==> config.mk <==
export PLATFORM = sky130hd
export DESIGN_NAME = vol_dac_streamer
export DESIGN_NICKNAME = d
export VERILOG_FILES = /design/src/rtl/vds_pkg.sv /design/src/rtl/vds_sample_conv.sv /design/src/rtl/vds_half_tick.sv /design/src/rtl/vds_frame_shifter.sv /design/src/rtl/vol_dac_streamer.sv
export SDC_FILE = /design/constraint.sdc
export NUM_CORES = 1
export LEC_CHECK = 0
export CAP_MARGIN = 20
export CORE_ASPECT_RATIO = 2
export CORE_MARGIN = 5
export CORE_UTILIZATION = 35
export CTS_CLUSTER_SIZE = 24
export DETAILED_ROUTE_END_ITERATION = 16
export MAX_ROUTING_LAYER = met4
export SYNTH_ARGS = -nofsm -noshare
export SYNTH_HDL_FRONTEND = slang
export SYNTH_SLANG_ARGS = --single-unit
==> constraint.sdc <==
create_clock -name clk -period 9.8 [get_ports clk]
set_clock_uncertainty 0.1 [all_clocks]
set_input_delay 2.45 -clock clk [delete_from_list [all_inputs] [get_ports clk]]
set_output_delay 2.45 -clock clk [all_outputs]
set_load 0.03 [all_outputs]
==> src/rtl/vds_pkg.sv <==
package vds_pkg;
  localparam int SAMPLE_W = 16;
  localparam int CODE_W   = 12;
  localparam int VOL_W    = 10;
  localparam int CMD_W    = 4;
  localparam int FRAME_W  = CMD_W + CODE_W;
  localparam int PROD_W   = CODE_W + VOL_W;
  localparam logic [CMD_W-1:0] DAC_CMD = 4'b0011;

  // Offset-binary 12-bit code from either sample form.
  function automatic logic [CODE_W-1:0] to_code(input logic [SAMPLE_W-1:0] d,
                                                input logic wide);
    logic [SAMPLE_W-1:0] u;
    u = wide ? {~d[SAMPLE_W-1], d[SAMPLE_W-2:0]} : {d[7:0], 8'h00};
    return u[SAMPLE_W-1 -: CODE_W];
  endfunction

  // Fractional volume: multiply, then drop VOL_W fraction bits.
  function automatic logic [CODE_W-1:0] scale(input logic [CODE_W-1:0] c,
                                              input logic [VOL_W-1:0] v);
    logic [PROD_W-1:0] p;
    p = PROD_W'(c) * PROD_W'(v);
    return p[PROD_W-1 -: CODE_W];
  endfunction
endpackage

==> src/rtl/vds_sample_conv.sv <==
module vds_sample_conv
  import vds_pkg::*;
(
  input  logic [SAMPLE_W-1:0] data,
  input  logic                wide,
  input  logic [VOL_W-1:0]    vol,
  output logic [FRAME_W-1:0]  frame
);
  logic [CODE_W-1:0] code;
  logic [CODE_W-1:0] level;

  always_comb begin
    code  = to_code(data, wide);
    level = scale(code, vol);
    frame = {DAC_CMD, level};
  end

  // attenuation never raises the level above the unscaled code
  always_comb begin
    a_r4_no_gain: assert (level <= code);
  end
endmodule

==> src/rtl/vds_half_tick.sv <==
module vds_half_tick #(
  parameter int HALF_DIV = 2
) (
  input  logic clk,
  input  logic rst,
  input  logic run,
  output logic tick
);
  localparam int CW = $clog2(HALF_DIV + 1);
  logic [CW-1:0] cnt;

  assign tick = run && (cnt == CW'(HALF_DIV - 1));

  always_ff @(posedge clk) begin
    if (rst || !run || tick) cnt <= '0;
    else                     cnt <= cnt + 1'b1;
  end
endmodule

==> src/rtl/vds_frame_shifter.sv <==
module vds_frame_shifter #(
  parameter int FRAME_W  = 16,
  parameter int HALF_DIV = 2
) (
  input  logic               clk,
  input  logic               rst,
  input  logic               load,
  input  logic [FRAME_W-1:0] word,
  output logic               ready,
  output logic               sclk,
  output logic               mosi,
  output logic               cs_n
);
  // Half phases: 0..2F-1 clocking, 2F trailing low, 2F+1..2F+2 guard gap.
  localparam int LAST_PH = 2 * FRAME_W + 2;
  localparam int PH_W    = $clog2(LAST_PH + 1);

  logic               busy;
  logic [PH_W-1:0]    ph;
  logic [PH_W-1:0]    np;
  logic [FRAME_W-1:0] sreg;
  logic               tick;

  vds_half_tick #(.HALF_DIV(HALF_DIV)) u_tick (
    .clk(clk), .rst(rst), .run(busy), .tick(tick)
  );

  assign ready = !busy;
  assign np    = ph + 1'b1;

  always_ff @(posedge clk) begin
    if (rst) begin
      busy <= 1'b0;
      ph   <= '0;
      sreg <= '0;
      sclk <= 1'b0;
      mosi <= 1'b0;
      cs_n <= 1'b1;
    end else if (load && !busy) begin
      busy <= 1'b1;
      ph   <= '0;
      sreg <= word;
      mosi <= word[FRAME_W-1];
      cs_n <= 1'b0;
      sclk <= 1'b0;
    end else if (busy && tick) begin
      if (ph == PH_W'(LAST_PH)) begin
        busy <= 1'b0;
      end else begin
        ph <= np;
        if (np < PH_W'(2 * FRAME_W)) begin
          sclk <= np[0];
          if (!np[0]) begin
            sreg <= sreg << 1;
            mosi <= sreg[FRAME_W-2];
          end
        end else if (np == PH_W'(2 * FRAME_W)) begin
          sclk <= 1'b0;
        end else begin
          cs_n <= 1'b1;
        end
      end
    end
  end

  // data holds across the rising serial clock edge
  a_r6_mosi_stable_at_rise: assert property (@(posedge clk) disable iff (rst)
    $rose(sclk) |-> $stable(mosi));
  // serial clock pulses only inside a frame
  a_r7_sclk_in_frame: assert property (@(posedge clk) disable iff (rst)
    sclk |-> !cs_n);
  // a rising chip select is followed by a gap, not a new frame
  a_r9_gap_after_frame: assert property (@(posedge clk) disable iff (rst)
    $rose(cs_n) |=> (cs_n && !ready));
endmodule

==> src/rtl/vol_dac_streamer.sv <==
module vol_dac_streamer
  import vds_pkg::*;
#(
  parameter int HALF_DIV = 2
) (
  input  logic                clk,
  input  logic                rst,
  input  logic                s_valid,
  output logic                s_ready,
  input  logic                s_wide,
  input  logic [SAMPLE_W-1:0] s_data,
  input  logic [VOL_W-1:0]    volume,
  output logic                dac_sclk,
  output logic                dac_mosi,
  output logic                dac_cs_n
);
  logic               accept;
  logic [FRAME_W-1:0] frame;

  assign accept = s_valid && s_ready;

  vds_sample_conv u_conv (
    .data(s_data), .wide(s_wide), .vol(volume), .frame(frame)
  );

  vds_frame_shifter #(.FRAME_W(FRAME_W), .HALF_DIV(HALF_DIV)) u_shift (
    .clk(clk), .rst(rst), .load(accept), .word(frame),
    .ready(s_ready), .sclk(dac_sclk), .mosi(dac_mosi), .cs_n(dac_cs_n)
  );

  // no sample is taken while a frame is on the wire
  a_r8_busy_blocks_input: assert property (@(posedge clk) disable iff (rst)
    !dac_cs_n |-> !s_ready);
  // idle serial clock stays low outside a frame
  a_r1_idle_sclk_low: assert property (@(posedge clk) disable iff (rst)
    s_ready |-> !dac_sclk);
endmodule

* Word level (Yosys, flattened, before mapping) *
Cells that the tools add are included.
Widths: inputs -> output; s select.

word-level totals
  word-level logic and storage cells = 56
  flip-flop bits (word level) = 27
  output and inout port bits = 4
  input bits = 30

cells by class
  equality and inequality tests = 7
  multiply operators = 1
  bitwise gates (word level) = 3
  add/subtract/negate cells = 2
  multiplexer cells = 16
  reduce and logical (&&, ||, !) cells = 18
  magnitude comparators = 1

operators with widths
  kind                 count
  $mux 14              5
  $mul 12x10->22       1
  $mux 16              1
  $eq 6x6->1 const B   2
  $reduce_and 4->1     3
  $mux 1               10
  $reduce_bool 2->1    4
  $add 6x1->6 const B  1
  $lt 6x6->1 const B   1
  $ne 2x1->1 const B   3
  $logic_and 1x1->1    4
  $reduce_and 2->1     2
  $not 1->1            3
  $reduce_and 3->1     1
  $add 2x1->2 const B  1
  $eq 2x1->1 const B   1
  $logic_or 1x1->1     2
  $ne 2x2->1 const B   1
  $reduce_or 2->1      1
  $logic_not 1->1      1

* Longest topological paths before layout *
  word-level depth = 7
  depth in mapped cells = 20
  mapped depth without buffers = 19

* Hierarchy *
A second synthesis with hierarchy kept.

second synthesis, totals
  cells, all modules = 587
  area total of the unflattened synthesis = 5,280.1 µm²

modules (own cells, without submodules)
  module             cells an instance  area each (µm²)  instances
  vds_sample_conv    452                3,978.8          1
  vds_frame_shifter  127                1,213.7          1
  vds_half_tick      7                  81.3             1
  vol_dac_streamer   1                  6.3              1

* Worst setup path before layout *
Ideal clock, no wire load.

  kind = input port to flip-flop
  start point = input port s_wide
  end point = register u_shift.sreg[10]
  arrival time = 7.366 ns
  stages = 19
  library setup time = 0.120 ns
  slack = 2.214 ns
  path buffers = 3
  cells stage by stage = buf_4 -> clkbuf_1 -> clkbuf_1 -> nand3_1 -> fa_1 -> fa_1 -> inv_1 -> fa_1 -> fa_1 -> inv_1 -> fa_1 -> inv_1 -> ha_1 -> nand2_1 -> nor2_2 -> o2111ai_1 -> o211ai_2 -> a311oi_1 -> a211o_1

on the way
  cells in the longest elaborated chain, start to end = 3

ends and longest elaborated chain
  item                    line                     source
  start: declaration      vol_dac_streamer.sv:10   input logic s_wide,
  $mux 16                 vds_pkg.sv:14            u = wide ? {~d[SAMPLE_W-1], d[SAMPLE_W-2:0]} : {d[7:0], 8'h00};
  $mul 12x10->22          vds_pkg.sv:22            p = PROD_W'(c) * PROD_W'(v);
  $mux 14                 vds_frame_shifter.sv:39  end else if (load && !busy) begin
  end signal: assignment  vds_frame_shifter.sv:42  sreg <= word;
  end signal: assignment  vds_frame_shifter.sv:54  sreg <= sreg << 1;
  end: declaration        vds_frame_shifter.sv:21  logic [FRAME_W-1:0] sreg;

Every way passes these cells.
A chain may end at the register's enable or synchronous reset.

* Worst setup path after layout *
Ends and elaborated chain as after synthesis.

==> results.ini <==
[status]
status=finished, final reports clean

[placed_design]
gp_congestion=0.863
dp_hpwl_mm=11.0
portBuffers=33
dpl_cell_area_mm2=0.00574

[floorplanning]
die_x_um=96.7
dieArea_mm2=0.0177
start_util_pct=35.5
die_h_um=183
placement_rows=63
io_pins=34
coreArea_mm2=0.0148

[critical_path]
max_stage_delay_ps=790
reg2reg_to=u_shift.sreg[6]
arrival_ps=8630
crit_fanout=33
worstPathRequired_ps=9850
end_kind=flip-flop
crit_chain=clkdlybuf4s50_1 > buf_4 > mux2_2 > nand2_1 > fa_1 > inv_1 > fa_1 > fa_1 > fa_1 > inv_1 > fa_1 > inv_1 > ha_1 > nand2_1 > nor2_2 > o2111ai_1 > o211ai_2 > a311oi_1 > a211o_1
worstRegToRegCells=6
slowest_stage=clkdlybuf4s50_1
start_kind=input pin
critPathKind=input pin to flip-flop
cp_common_cell=fa_1
r2r_slack_ps=7580
timing.rr.start=u_shift.u_tick.cnt[0]

[sta]
worst_pin_slew_ps=1010
finalHoldViolCount=0
slew_headroom_pct=32.3
period_minus_slack_ps=8570
period_share_pct=87.5
drv_slew=0
fmax_ghz=0.117
setup-violations-final=0
rsz0062_at_grt=false
setup_tns_ps=0
whs_ps=328

[routing]
drt_wl_total_mm=12.9
drc=0
first_pass_iters=4
viasPerCell=5.31
wl_per_cell_um=15.9
vias=4306
ant_nets=0
drtIter0Drc=143

[clock_tree]
cts_tree=built
clockBufferDepth=2
cts_max_level=1
post-cts-setup-buffers=0
clockRootBuffer=clkbuf_16
cts.clk_slew.worst_paths_ps=70
cts_hold_buffers=0
clock-sinks=27
cts-resized-gates=0
numCtsBuffers=3
clk_latency_ps=260

[synth]
ys_seq_area_share_pct=10.3
synth_area_per_cell_um2=8.75
synth.distinct_cells=61
synth_seq_cells=27
syn_inst=602
synth_edf_count=0
syn_nets=767
synth_warnings=0
synth_ff_type=dfxtp_1
synth-async-reset-ratio_pct=0
syn_area_mm2=0.00527

[power_and_ir_drop]
leakage_uw=0.00281
powerDensity_mw_per_mm2=219
vdd_drop_max_uv=112

[layout]
fin_nets=782
n_antenna_cell=0
final_core_util_pct=39.3
drive_above_1_share_pct=4.71
syn_to_final_growth_pct=10.7
design_area_mm2=0.00583

[min_path]
hold_class=flip-flop to flip-flop
hp-start=u_shift.u_tick.cnt[0]
worstHoldEndpoint=u_shift.u_tick.cnt[0]
hold_path_depth=1

[global_routing]
grt_max_degree=34
met2_usage_pct=31.2
grt_pass1_vias=4780
gr-max-usage-layer=met2
grt_overflow=0
grtUsageTotal_pct=15.5
grt_pass1_wl_mm=22.2
grtUsageMet3_pct=1.41
antenna_found_initial=0
use_met1_pct=14.2

[job]
cap_violations=0

## critical path, delay by kind of cell
| kind | cells | cell delay [ps] |
|---|---|---|
| fa+ha+maj | 6 | 2780 |
| buf+inv | 5 | 1360 |
| compound gates | 4 | 1070 |
| simple gates | 3 | 480 |
| mux | 1 | 470 |
## cell type report
type / instances / area, µm²
Multi-Input combinational cell: 460 / 4270
Tap cell: 195 / 244
Fill cell: 1531 / 8990
Inverter: 88 / 330
Sequential cell: 27 / 541
Timing Repair Buffer: 37 / 364
Clock buffer: 4 / 78.8
## how the worst max path moves through the flow
stage	slack, ps	to	start	cells past startpoint
final	1230	u_shift.sreg[10]	s_wide	19
after global routing	830	u_shift.sreg[5]	s_wide	19
after CTS	1220	u_shift.sreg[10]	s_wide	19
after detailed placement	930	u_shift.sreg[10]	s_wide	19
after global placement	1160	u_shift.sreg[10]	s_wide	19
after floorplan	2210	u_shift.sreg[10]	s_wide	19
## Yosys cell counts, drive strengths merged, types with 2 or more instances
library cell	n	area, µm²
a211o	5	43.8
a211oi	5	47.5
a21o	3	22.5
a21oi	24	120
a31o	2	17.5
and2	42	263
and3	31	194
buf	7	47.6
clkbuf	20	75.1
dfxtp	27	541
fa	77	1540
ha	58	726
inv	88	330
mux2	13	150
mux2i	10	100
nand2	61	229
nand2b	3	18.8
nand3	19	105
nand4	2	12.5
nor2	23	88.8
nor2b	2	12.5
nor3	9	45.0
nor4b	3	41.3
o211ai	4	35.0
o21a	4	30.0
o21ai	22	110
o21bai	3	26.3
o221ai	2	17.5
or3	7	45.1
xnor2	7	61.3
xor2	2	17.5
## registers in the layout, indices dropped and copies added, names as in the netlist
signal / count
u_shift.sreg: 15
u_shift.sclk: 1
u_shift.mosi: 1
u_shift.ph: 6
u_shift.u_tick.cnt: 2
u_shift.busy: 1
u_shift.cs_n: 1
## metrics by stage
stage	cells	setup WS [ps]	power [µW]
6_report	811	1230	1270
5_1_grt	811	833	1440
4_1_cts	810	1220	1290
3_5_place_dp	806	926	1190
3_3_place_gp	806	1160	1170
2_1_floorplan	602	2210	925
## report_power, final
part           internal [µW]  switching [µW]
Sequential               130            10.6
Combinational            416             625
Clock                   55.7            37.2
## placed cells by master (no fill, tap or decap), types with 17 or more instances in the layout
master / netlist / layout
nand3_1: 17 / 17
nand2_1: 61 / 61
and2_1: 42 / 42
o21ai_0: 20 / 20
dfxtp_1: 27 / 27
ha_1: 58 / 58
and3_1: 31 / 31
fa_1: 77 / 77
inv_1: 88 / 88
a21oi_1: 24 / 24
clkdlybuf4s50_1: 0 / 33
nor2_1: 22 / 22
## logic make-up (layout without fill, tap and decap cells)
logic type	count (synthesis)	count (layout)	share of synthesized area (%)
and+or+nand+nor	205	205	20.5
muxes	23	23	4.75
buffers and inverters	115	129	8.60
xor gates and xnor gates	9	9	1.50
DFF	27	27	10.3
AOI/OAI and AO/OA	88	88	11.4
adders and majority gates	135	135	43.1
## per-layer routing
layer | wire length, µm | part of all wire [%]
met5 | 0 | 0
met4 | 487 | 3.8
met3 | 288 | 2.2
met2 | 7620 | 59
met1 | 4530 | 35
(Power assumes the default switching activity.)
